$ cat src/rtl/pic_pkg.sv
package pic_pkg;
  localparam int GRP_SZ = 16;
  localparam int ORDER_W = 21;   // up to seven 3-bit chain slots

  typedef enum logic [1:0] {
    LV_DISARMED = 2'd0,
    LV_ARMED    = 2'd1,
    LV_WAITING  = 2'd2,
    LV_ACTIVE   = 2'd3
  } lvl_state_e;

  typedef enum logic [2:0] {
    OP_DISARM  = 3'd0,
    OP_ARM_EN  = 3'd1,
    OP_ARM_DIS = 3'd2,
    OP_ENABLE  = 3'd3,
    OP_DISABLE = 3'd4,
    OP_LOAD_EN = 3'd5,
    OP_TRIGGER = 3'd6,
    OP_NOP     = 3'd7
  } grp_op_e;

  // Rank of a group in the chain: 0 = override, s+1 = slot s, 7 = not in chain.
  function automatic logic [2:0] chain_rank(input logic [ORDER_W-1:0] order,
                                            input int unsigned nslot,
                                            input logic [2:0] grp);
    logic [2:0] r;
    r = 3'd7;
    if (grp == 3'd0) return 3'd0;
    for (int s = 6; s >= 0; s--)
      if (s < int'(nslot) && order[s*3 +: 3] == grp) r = 3'(s + 1);
    return r;
  endfunction

  // Which class inhibit covers a non-override group.
  function automatic logic [1:0] inh_index(input logic [2:0] grp);
    if (grp == 3'd1) return 2'd0;
    if (grp == 3'd2) return 2'd1;
    return 2'd2;
  endfunction
endpackage

$ cat src/rtl/pic_chain_order.sv
module pic_chain_order
  import pic_pkg::*;
#(
  parameter int NSLOT = 6
) (
  input  logic               clk,
  input  logic               rst_n,
  input  logic               we,
  input  logic [2:0]         slot,
  input  logic [2:0]         grp,
  output logic [ORDER_W-1:0] order
);
  for (genvar s = 0; s < 7; s++) begin : g_slot
    if (s < NSLOT) begin : g_used
      logic [2:0] val_q;
      always_ff @(posedge clk) begin
        if (!rst_n)                        val_q <= 3'(s + 1);
        else if (we && slot == 3'(s))      val_q <= grp;
      end
      assign order[s*3 +: 3] = val_q;
    end else begin : g_unused
      assign order[s*3 +: 3] = 3'd0;
    end
  end
endmodule

$ cat src/rtl/pic_level_bank.sv
module pic_level_bank
  import pic_pkg::*;
#(
  parameter int NL = 112
) (
  input  logic          clk,
  input  logic          rst_n,
  input  logic [NL-1:0] cmd_hit,
  input  logic [2:0]    cmd_op,
  input  logic [NL-1:0] cmd_bit,
  input  logic [NL-1:0] ret_hit,
  input  logic          ret_rearm,
  input  logic [NL-1:0] ack_hit,
  input  logic [NL-1:0] trig,
  output logic [NL-1:0] lv_wait,
  output logic [NL-1:0] lv_act,
  output logic [NL-1:0] lv_dis,
  output logic [NL-1:0] lv_en
);
  for (genvar i = 0; i < NL; i++) begin : g_lvl
    localparam bit IS_OVR = (i < GRP_SZ);
    lvl_state_e st_q;
    logic       en_q;

    always_ff @(posedge clk) begin
      if (!rst_n) begin
        st_q <= IS_OVR ? LV_ARMED : LV_DISARMED;
        en_q <= IS_OVR;
      end else if (cmd_hit[i]) begin
        case (grp_op_e'(cmd_op))
          OP_DISARM:  if (!IS_OVR) st_q <= LV_DISARMED;
          OP_ARM_EN:  begin st_q <= LV_ARMED; en_q <= 1'b1; end
          OP_ARM_DIS: begin st_q <= LV_ARMED; if (!IS_OVR) en_q <= 1'b0; end
          OP_ENABLE:  en_q <= 1'b1;
          OP_DISABLE: if (!IS_OVR) en_q <= 1'b0;
          OP_LOAD_EN: if (!IS_OVR) en_q <= cmd_bit[i];
          OP_TRIGGER: if (st_q == LV_ARMED) st_q <= LV_WAITING;
          default: ;
        endcase
      end else if (ret_hit[i]) begin
        st_q <= (ret_rearm || IS_OVR) ? LV_ARMED : LV_DISARMED;
      end else if (ack_hit[i]) begin
        st_q <= LV_ACTIVE;
      end else if (trig[i] && st_q == LV_ARMED) begin
        st_q <= LV_WAITING;
      end
    end

    assign lv_wait[i] = (st_q == LV_WAITING);
    assign lv_act[i]  = (st_q == LV_ACTIVE);
    assign lv_dis[i]  = (st_q == LV_DISARMED);
    assign lv_en[i]   = en_q;
  end
endmodule

$ cat src/rtl/pic_chain_arb.sv
module pic_chain_arb
  import pic_pkg::*;
#(
  parameter int NL    = 112,
  parameter int NSLOT = 6,
  parameter int VW    = 7
) (
  input  logic [NL-1:0]      cand,
  input  logic [NL-1:0]      act,
  input  logic [ORDER_W-1:0] order,
  output logic               cand_ok,
  output logic [VW-1:0]      cand_idx,
  output logic [6:0]         cand_key,
  output logic               act_ok,
  output logic [VW-1:0]      act_idx,
  output logic [6:0]         act_key
);
  // Key = {chain rank, level number}; a smaller key wins.
  always_comb begin
    cand_ok = 1'b0; cand_idx = '0; cand_key = '1;
    act_ok  = 1'b0; act_idx  = '0; act_key  = '1;
    for (int i = 0; i < NL; i++) begin
      logic [2:0] rk;
      logic [6:0] key;
      rk  = chain_rank(order, NSLOT, 3'(i / GRP_SZ));
      key = {rk, 4'(i % GRP_SZ)};
      if (rk != 3'd7) begin
        if (cand[i] && (!cand_ok || key < cand_key)) begin
          cand_ok = 1'b1; cand_idx = VW'(i); cand_key = key;
        end
        if (act[i] && (!act_ok || key < act_key)) begin
          act_ok = 1'b1; act_idx = VW'(i); act_key = key;
        end
      end
    end
  end
endmodule

$ cat src/rtl/prio_irq_ctrl.sv
module prio_irq_ctrl
  import pic_pkg::*;
#(
  parameter  int EXT_GROUPS = 4,
  localparam int NG    = 3 + EXT_GROUPS,
  localparam int NL    = NG * GRP_SZ,
  localparam int VW    = $clog2(NL),
  localparam int NSLOT = NG - 1
) (
  input  logic          clk,
  input  logic          rst_n,
  input  logic [NL-1:0] ext_trig,
  input  logic          cmd_valid,
  input  logic [2:0]    cmd_grp,
  input  logic [2:0]    cmd_op,
  input  logic [15:0]   cmd_mask,
  input  logic [15:0]   cmd_data,
  input  logic [2:0]    class_inh,
  input  logic          order_we,
  input  logic [2:0]    order_slot,
  input  logic [2:0]    order_grp,
  input  logic          ack,
  input  logic          ret,
  input  logic          ret_rearm,
  output logic          irq_req,
  output logic [VW-1:0] irq_vec
);
  logic [NL-1:0] cmd_hit, cmd_bit, ret_hit, ack_hit, lv_inh, cand;
  logic [NL-1:0] lv_wait, lv_act, lv_dis, lv_en;
  logic [ORDER_W-1:0] order;
  logic          cand_ok, act_ok;
  logic [VW-1:0] cand_idx, act_idx;
  logic [6:0]    cand_key, act_key;
  logic          win;

  for (genvar i = 0; i < NL; i++) begin : g_hit
    localparam int G = i / GRP_SZ;
    localparam int B = i % GRP_SZ;
    assign cmd_hit[i] = cmd_valid && cmd_grp == 3'(G) && cmd_mask[B];
    assign cmd_bit[i] = cmd_data[B];
    assign ret_hit[i] = ret && act_ok && act_idx == VW'(i);
    assign ack_hit[i] = ack && win && cand_idx == VW'(i);
    if (G == 0) begin : g_ovr
      assign lv_inh[i] = 1'b0;
    end else begin : g_cls
      assign lv_inh[i] = class_inh[inh_index(3'(G))];
    end
  end

  assign cand = lv_wait & lv_en & ~lv_inh;

  pic_chain_order #(.NSLOT(NSLOT)) order_i (
    .clk(clk), .rst_n(rst_n), .we(order_we), .slot(order_slot),
    .grp(order_grp), .order(order)
  );

  pic_level_bank #(.NL(NL)) bank_i (
    .clk(clk), .rst_n(rst_n), .cmd_hit(cmd_hit), .cmd_op(cmd_op),
    .cmd_bit(cmd_bit), .ret_hit(ret_hit), .ret_rearm(ret_rearm),
    .ack_hit(ack_hit), .trig(ext_trig), .lv_wait(lv_wait),
    .lv_act(lv_act), .lv_dis(lv_dis), .lv_en(lv_en)
  );

  pic_chain_arb #(.NL(NL), .NSLOT(NSLOT), .VW(VW)) arb_i (
    .cand(cand), .act(lv_act), .order(order),
    .cand_ok(cand_ok), .cand_idx(cand_idx), .cand_key(cand_key),
    .act_ok(act_ok), .act_idx(act_idx), .act_key(act_key)
  );

  assign win     = cand_ok && (!act_ok || cand_key < act_key);
  assign irq_req = win;
  assign irq_vec = win ? cand_idx : '0;
endmodule

$ cat config.mk
export PLATFORM = sky130hd
export DESIGN_NAME = prio_irq_ctrl
export DESIGN_NICKNAME = d
export VERILOG_FILES = /design/src/rtl/pic_pkg.sv /design/src/rtl/pic_chain_order.sv /design/src/rtl/pic_level_bank.sv /design/src/rtl/pic_chain_arb.sv /design/src/rtl/prio_irq_ctrl.sv
export SDC_FILE = /design/constraint.sdc
export NUM_CORES = 2
export LEC_CHECK = 0
export CORE_MARGIN = 5
export CORE_UTILIZATION = 30
export CTS_BUF_LIST = sky130_fd_sc_hd__clkbuf_8
export CTS_CLUSTER_SIZE = 28
export DETAILED_ROUTE_END_ITERATION = 8
export DONT_BUFFER_PORTS = 1
export GPL_TIMING_DRIVEN = 0
export HOLD_SLACK_MARGIN = 0.06
export RECOVER_POWER = 100
export SYNTH_ARGS = -nofsm -noshare
export SYNTH_HDL_FRONTEND = slang
export SYNTH_SLANG_ARGS = --single-unit
$ cat constraint.sdc
create_clock -name clk -period 271.5 [get_ports clk]
set_clock_uncertainty 0.1 [all_clocks]
set_input_delay 54.3 -clock clk [delete_from_list [all_inputs] [get_ports clk]]
set_output_delay 54.3 -clock clk [all_outputs]
set_load 0.01 [all_outputs]
== After elaboration in Yosys (flattened, before gate mapping) ==
Index checks and enable logic that the tools add are counted.

* Output and inout bits: 8
* Register bits: 338
* Word-level logic and storage cells: 4714
* Bits of input ports: 166

* Bitwise logic cells: 3
* Muxes and demuxes: 1972
* Equal/unequal tests: 841
* $lt $le $gt $ge: 223
* Reductions and logical operators: 1461

{| class="wikitable"
|+ Operators with widths
! cell !! number
|-
| two-way mux 7 bit || 829
|-
| less-than comparator 7 bit || 193
|-
| two-way mux 2 bit || 566
|-
| logical AND 1 bit || 686
|-
| equality test 7 bit, second input constant || 96
|-
| case mux 2 bit (3 select lines) || 96
|-
| equality test 2 bit, second input constant || 224
|-
| equality test 7 x 6 -> 1 bit, second input constant || 64
|-
| nonzero test 4 bit || 112
|-
| two-way mux 1 bit || 425
|-
| inequality test 3 bit, second input constant || 134
|-
| inequality test 4 bit, second input constant || 96
|-
| AND reduction 3 bit || 112
|-
| bitwise AND 112 bit || 2
|-
| equality test 2 x 1 -> 1 bit, second input constant || 112
|-
| equality test 7 x 5 -> 1 bit, second input constant || 32
|-
| logical NOT 1 bit || 223
|-
| logical OR 1 bit || 223
|-
| AND reduction 2 bit || 96
|-
| equality test 7 x 4 -> 1 bit, second input constant || 16
|-
| less-than comparator 4 x 7 -> 1 bit, first input constant || 16
|-
| NOT 112 bit || 1
|-
| equality test 3 bit, second input constant || 26
|-
| two-way mux 3 bit || 24
|-
| 14 further kinds || 96
|}

== Logic depth before layout (Yosys ltp) ==
* Depth in word-level cells: 552
* Gate-level depth with buffers: 929
* Depth with buffers taken out: 907

== By module ==
From an unflattened synthesis, not the netlist that was laid out.

* Cell total of the unflattened synthesis: 9397
* Area total of the unflattened synthesis: 64857.2 um^2

{| class="wikitable"
|+ By module, submodules not included
! module !! instances !! area each (um^2) !! seq. area each (um^2) !! cells each
|-
| pic_chain_arb || 1 || 38978.6 || 0.0 || 5849
|-
| pic_level_bank || 1 || 21277.9 || 6406.1 || 2671
|-
| prio_irq_ctrl || 1 || 3828.7 || 0.0 || 805
|-
| pic_chain_order || 1 || 772.0 || 360.3 || 72
|}

== Worst setup path after synthesis ==
No wires, ideal clock.

* Path kind: input to output
* From: input class_inh[0]
* To: output irq_vec[4]
* Setup slack: 7882 ps
* Required time: 217100 ps
* Stages: 824
* Arrival time: 209218 ps
* Path buffers: 25
* Path through: buf_2 -> nor4bb_1 -> and2_1 -> o21ai_2 -> o21ai_0 -> inv_1 -> ha_1 -> a21o_1 -> a2111oi_0 -> nor3_1 -> a211o_1 -> buf_2 -> mux2i_1 -> ha_1 -> a21o_1 -> a21oi_1 -> o21ai_0 -> o21ai_0 -> (+788 left out) -> ha_1 -> nor3_1 -> nand3_1 -> or4_1 -> buf_2 -> nor3_2 -> nor2_1 -> nor2_1 -> a21oi_1 -> ha_1 -> a21oi_1 -> nor2b_1 -> o21ai_0 -> nand2b_1 -> o211a_1 -> o31ai_4 -> nand3_1 -> nor4_1

{| class="wikitable"
|+ RTL lines
! item !! line !! RTL
|-
| start: declaration || prio_irq_ctrl.sv:18 || <nowiki>input logic [2:0] class_inh,</nowiki>
|-
| end: declaration || prio_irq_ctrl.sv:26 || <nowiki>output logic [VW-1:0] irq_vec</nowiki>
|}

==> metrics.csv <==
stage,metric,value,unit
synthesis,"Seq/Total Area, Yosys",11.1,%
clock_network,"CTS clk-pin slew, worst paths",0.07,ns
final_layout,"Area growth, synth to finish",17.8,%
sta,Final Worst Setup Slack,6.02,ns
synthesis,Post-synth EDFFs,0,
die,Chip Width,462,um
synthesis,synthesized flop and latch total,338,
setup_path,WP data arrival,211.08,ns
place,Final HPWL DP,290000,um
route,drt wl/cell,30.4,um
synthesis,fraction of registers with async set/reset,0,%
sta,Max-slew headroom,-12.4,%
clock_network,# H-tree levels,2,
sta,setup violators final,0,
route,total wire length,371000,um
clock_network,CTS tree,yes,
status,failing checks,"max-capacitance violations, max-slew violations",
global_routing,vias in the first global route,72300,
route,drt initial violations,10400,
route,Via density,6.58,
final_layout,share of cells above drive strength 1,15.2,%
final_layout,Post-layout nets,10100,
status,status,"finished, violations left",
synthesis,Yosys warning total,0,
final_layout,Multi-input gate area,55000,um2
clock_network,TritonCTS Buffers,59,
route,drc violations,0,
die,Die ar.,213000,um2
clock_network,clk_lat worst skew,0.76,ns
final_layout,"commonest non-fill, non-tap cell in the layout",nor2_1,
setup_path,Setup CP Type,in2out,
setup_path,CP endpoint kind,primary output,
final_layout,most frequent cells in the layout,"nor2_1 (1026), nand2_1 (903), a21oi_1 (802)",
final_layout,Final Instance Count excl. Fillers,12200,
global_routing,Total GRT Usage,32.4,%
setup_path,Worst EP required,217.10,ns
die,num rows,165,
synthesis,"Net Count, Synth",9742,
clock_network,clk sinks,338,
sta,Peak Freq,0.00377,GHz
clock_network,Post-CTS Hold Fix Bufs,0,
synthesis,top_reg_cell synth,dfxtp_1,
place,Final Wtd Congestion,1.07,
sta,Tmin final,265.48,ns
job,max cap viols,15,
sta,Tcrit/Tclk final,97.8,%
setup_path,CP max stage delay,0.61,ns
final_layout,FILL cells,21800,
global_routing,gr ovfl total,0,
route,routed via count,80300,
die,Initial Util,30.2,%
sta,final hold viol count,0,
final_layout,Reg area,6770,um2
synthesis,Synth Instances,9006,
clock_network,clock tree buffer depth,3,
global_routing,largest net degree at the start of global routing,40,
synthesis,Synth Area per Inst,6.79,um2
setup_path,CP Max Fanout,10,
synthesis,synth unique cells,152,
setup_path,Slowest cell on crit path,or4_4,
setup_path,Startpoint Class,input port,
place,Inst Count DP,11700,
die,DIE HEIGHT,462,um
clock_network,CTS root buffer,clkbuf_8,
sta,worst slew pin tran,1.69,ns
sta,max-slew violations,134,
route,drt pass-1 iters,7,
place,PortBufs,0,
worst_hold_path,Hold Path Class,reg2reg,
setup_path,Most common cell on crit path,ha_1,
sta,total negative setup slack,0,ns
global_routing,first-pass GRT wire length,515000,um
global_routing,initial antenna violation count,93,
die,core area,203000,um2
die,I/O pin cnt,174,
pwr,Max VDD drop,4.59,uV
pwr,Lkg Pwr,27.7,nW
place,Place WS,-29.01,ns
route,Antenna Nets Post-Route,0,
synthesis,synthesized area,61200,um2
pwr,Power Density,7.24,nW/um2
synthesized netlist by cell type, types with 72 or more instances:
library cell | n | area (um2)
o21a_1 | 165 | 1240
nor4_1 | 80 | 500
mux2i_1 | 130 | 1300
o21ai_0 | 718 | 3590
mux2_2 | 136 | 1530
o211ai_1 | 83 | 623
nor2b_1 | 124 | 776
a211oi_1 | 72 | 541
and3_1 | 96 | 601
a21o_1 | 231 | 1730
nand2b_1 | 149 | 932
o21ai_1 | 124 | 621
inv_1 | 259 | 972
and2_1 | 114 | 713
nor2_1 | 1066 | 4000
a31oi_1 | 136 | 851
nand2_1 | 930 | 3490
nand4_1 | 89 | 557
ha_1 | 570 | 7130
or3_1 | 99 | 619
clkbuf_1 | 282 | 1060
o22ai_1 | 147 | 920
dfxtp_1 | 338 | 6770
a21oi_1 | 891 | 4460
nor3_1 | 254 | 1270
nand3_1 | 304 | 1520
layer usage:
metal / track usage [%] / up-vias / share of wire [%]
met3: 7.65 / 1284 / 11
met4: 23.2 / 14 / 8.1
li1: - / 35400 / -
met2: 49.0 / 5089 / 42
met1: 40.3 / 38600 / 39
met5: 0 / - / 0.025
cell type report:
class / count / area share [%]
multi-input cells: 8045 / 76.4
flip-flops and latches: 338 / 9.39
well taps: 2672 / 4.64
repair buffers: 331 / 3.82
plain buffers: 346 / 2.13
clock buffers: 75 / 1.43
inverters: 273 / 1.43
clock inverters: 33 / 0.429
diodes: 94 / 0.326
flip-flops by register name (all words and copies together) (netlist names):
| name | cells |
|---|---|
| bank_i.g_lvl.en_q | 96 |
| order_i.g_slot.g_used.val_q | 18 |
| bank_i.g_lvl.st_q | 224 |
worst max-delay path: cells and delay by family:
kind / cells / cell delay [ns]
and+or+nand+nor: 242 / 39.61
buffers and inverters: 80 / 10.48
muxes: 49 / 15.24
adders and majority gates: 99 / 27.81
AOI/OAI and AO/OA: 402 / 68.98
through the flow:
| step | hold WS, ns | utilization (%) | total power, W | instance area, um2 |
|---|---|---|---|---|
| finish | 0.385 | 35.6 | 0.000522 | 72100 |
| global route | 0.418 | 35.5 | 0.000549 | 72000 |
| CTS | 0.386 | 33.9 | 0.000478 | 68600 |
| floorplan | 0.337 | - | 0.000294 | 61200 |
| global placement | 0.366 | 31.9 | 0.000399 | 64500 |
| detailed placement | 0.369 | 32.1 | 0.000406 | 65100 |
logic make-up (layout without fill, tap and decap cells):
family	count (synthesis)	in the layout	synth area share [%]
compound gates	3496	3496	38.5
xor+xnor	1	1	0.0143
fa+ha+maj	570	570	11.7
buf+inv	623	1058	4.00
flops	338	338	11.1
mux	269	269	4.69
other cells	0	94	0
simple gates	3709	3709	30.1
worst paths after layout:
path / slack [ns] / cells after the start / from / to
worst min register to register: 0.39 / 2 / bank_i.g_lvl[83].en_q / bank_i.g_lvl[83].en_q
worst max-delay path: 6.02 / 872 / class_inh[0] / irq_vec[4]
worst min-delay path: 0.39 / 2 / bank_i.g_lvl[83].en_q / bank_i.g_lvl[83].en_q
worst max register to register: 65.48 / 838 / order_i.g_slot[5].g_used.val_q[0] / bank_i.g_lvl[69].st_q[0]
timing repair:
item	in CTS	in global routing
gates resized for setup	333	448
setup buffers	107	192
pin swaps	67	185
endpoints found under the setup margin	8	8
report_power, final:
group	switching, W	total, W	internal (W)	leakage, nW
clock network	0.0000266	0.0000572	0.0000306	0.747
logic	0.000265	0.000410	0.000144	24.2
registers	0.00000302	0.0000546	0.0000515	2.74
total	0.000295	0.000522	0.000227	27.7
Power figures use the tool's default switching activity.
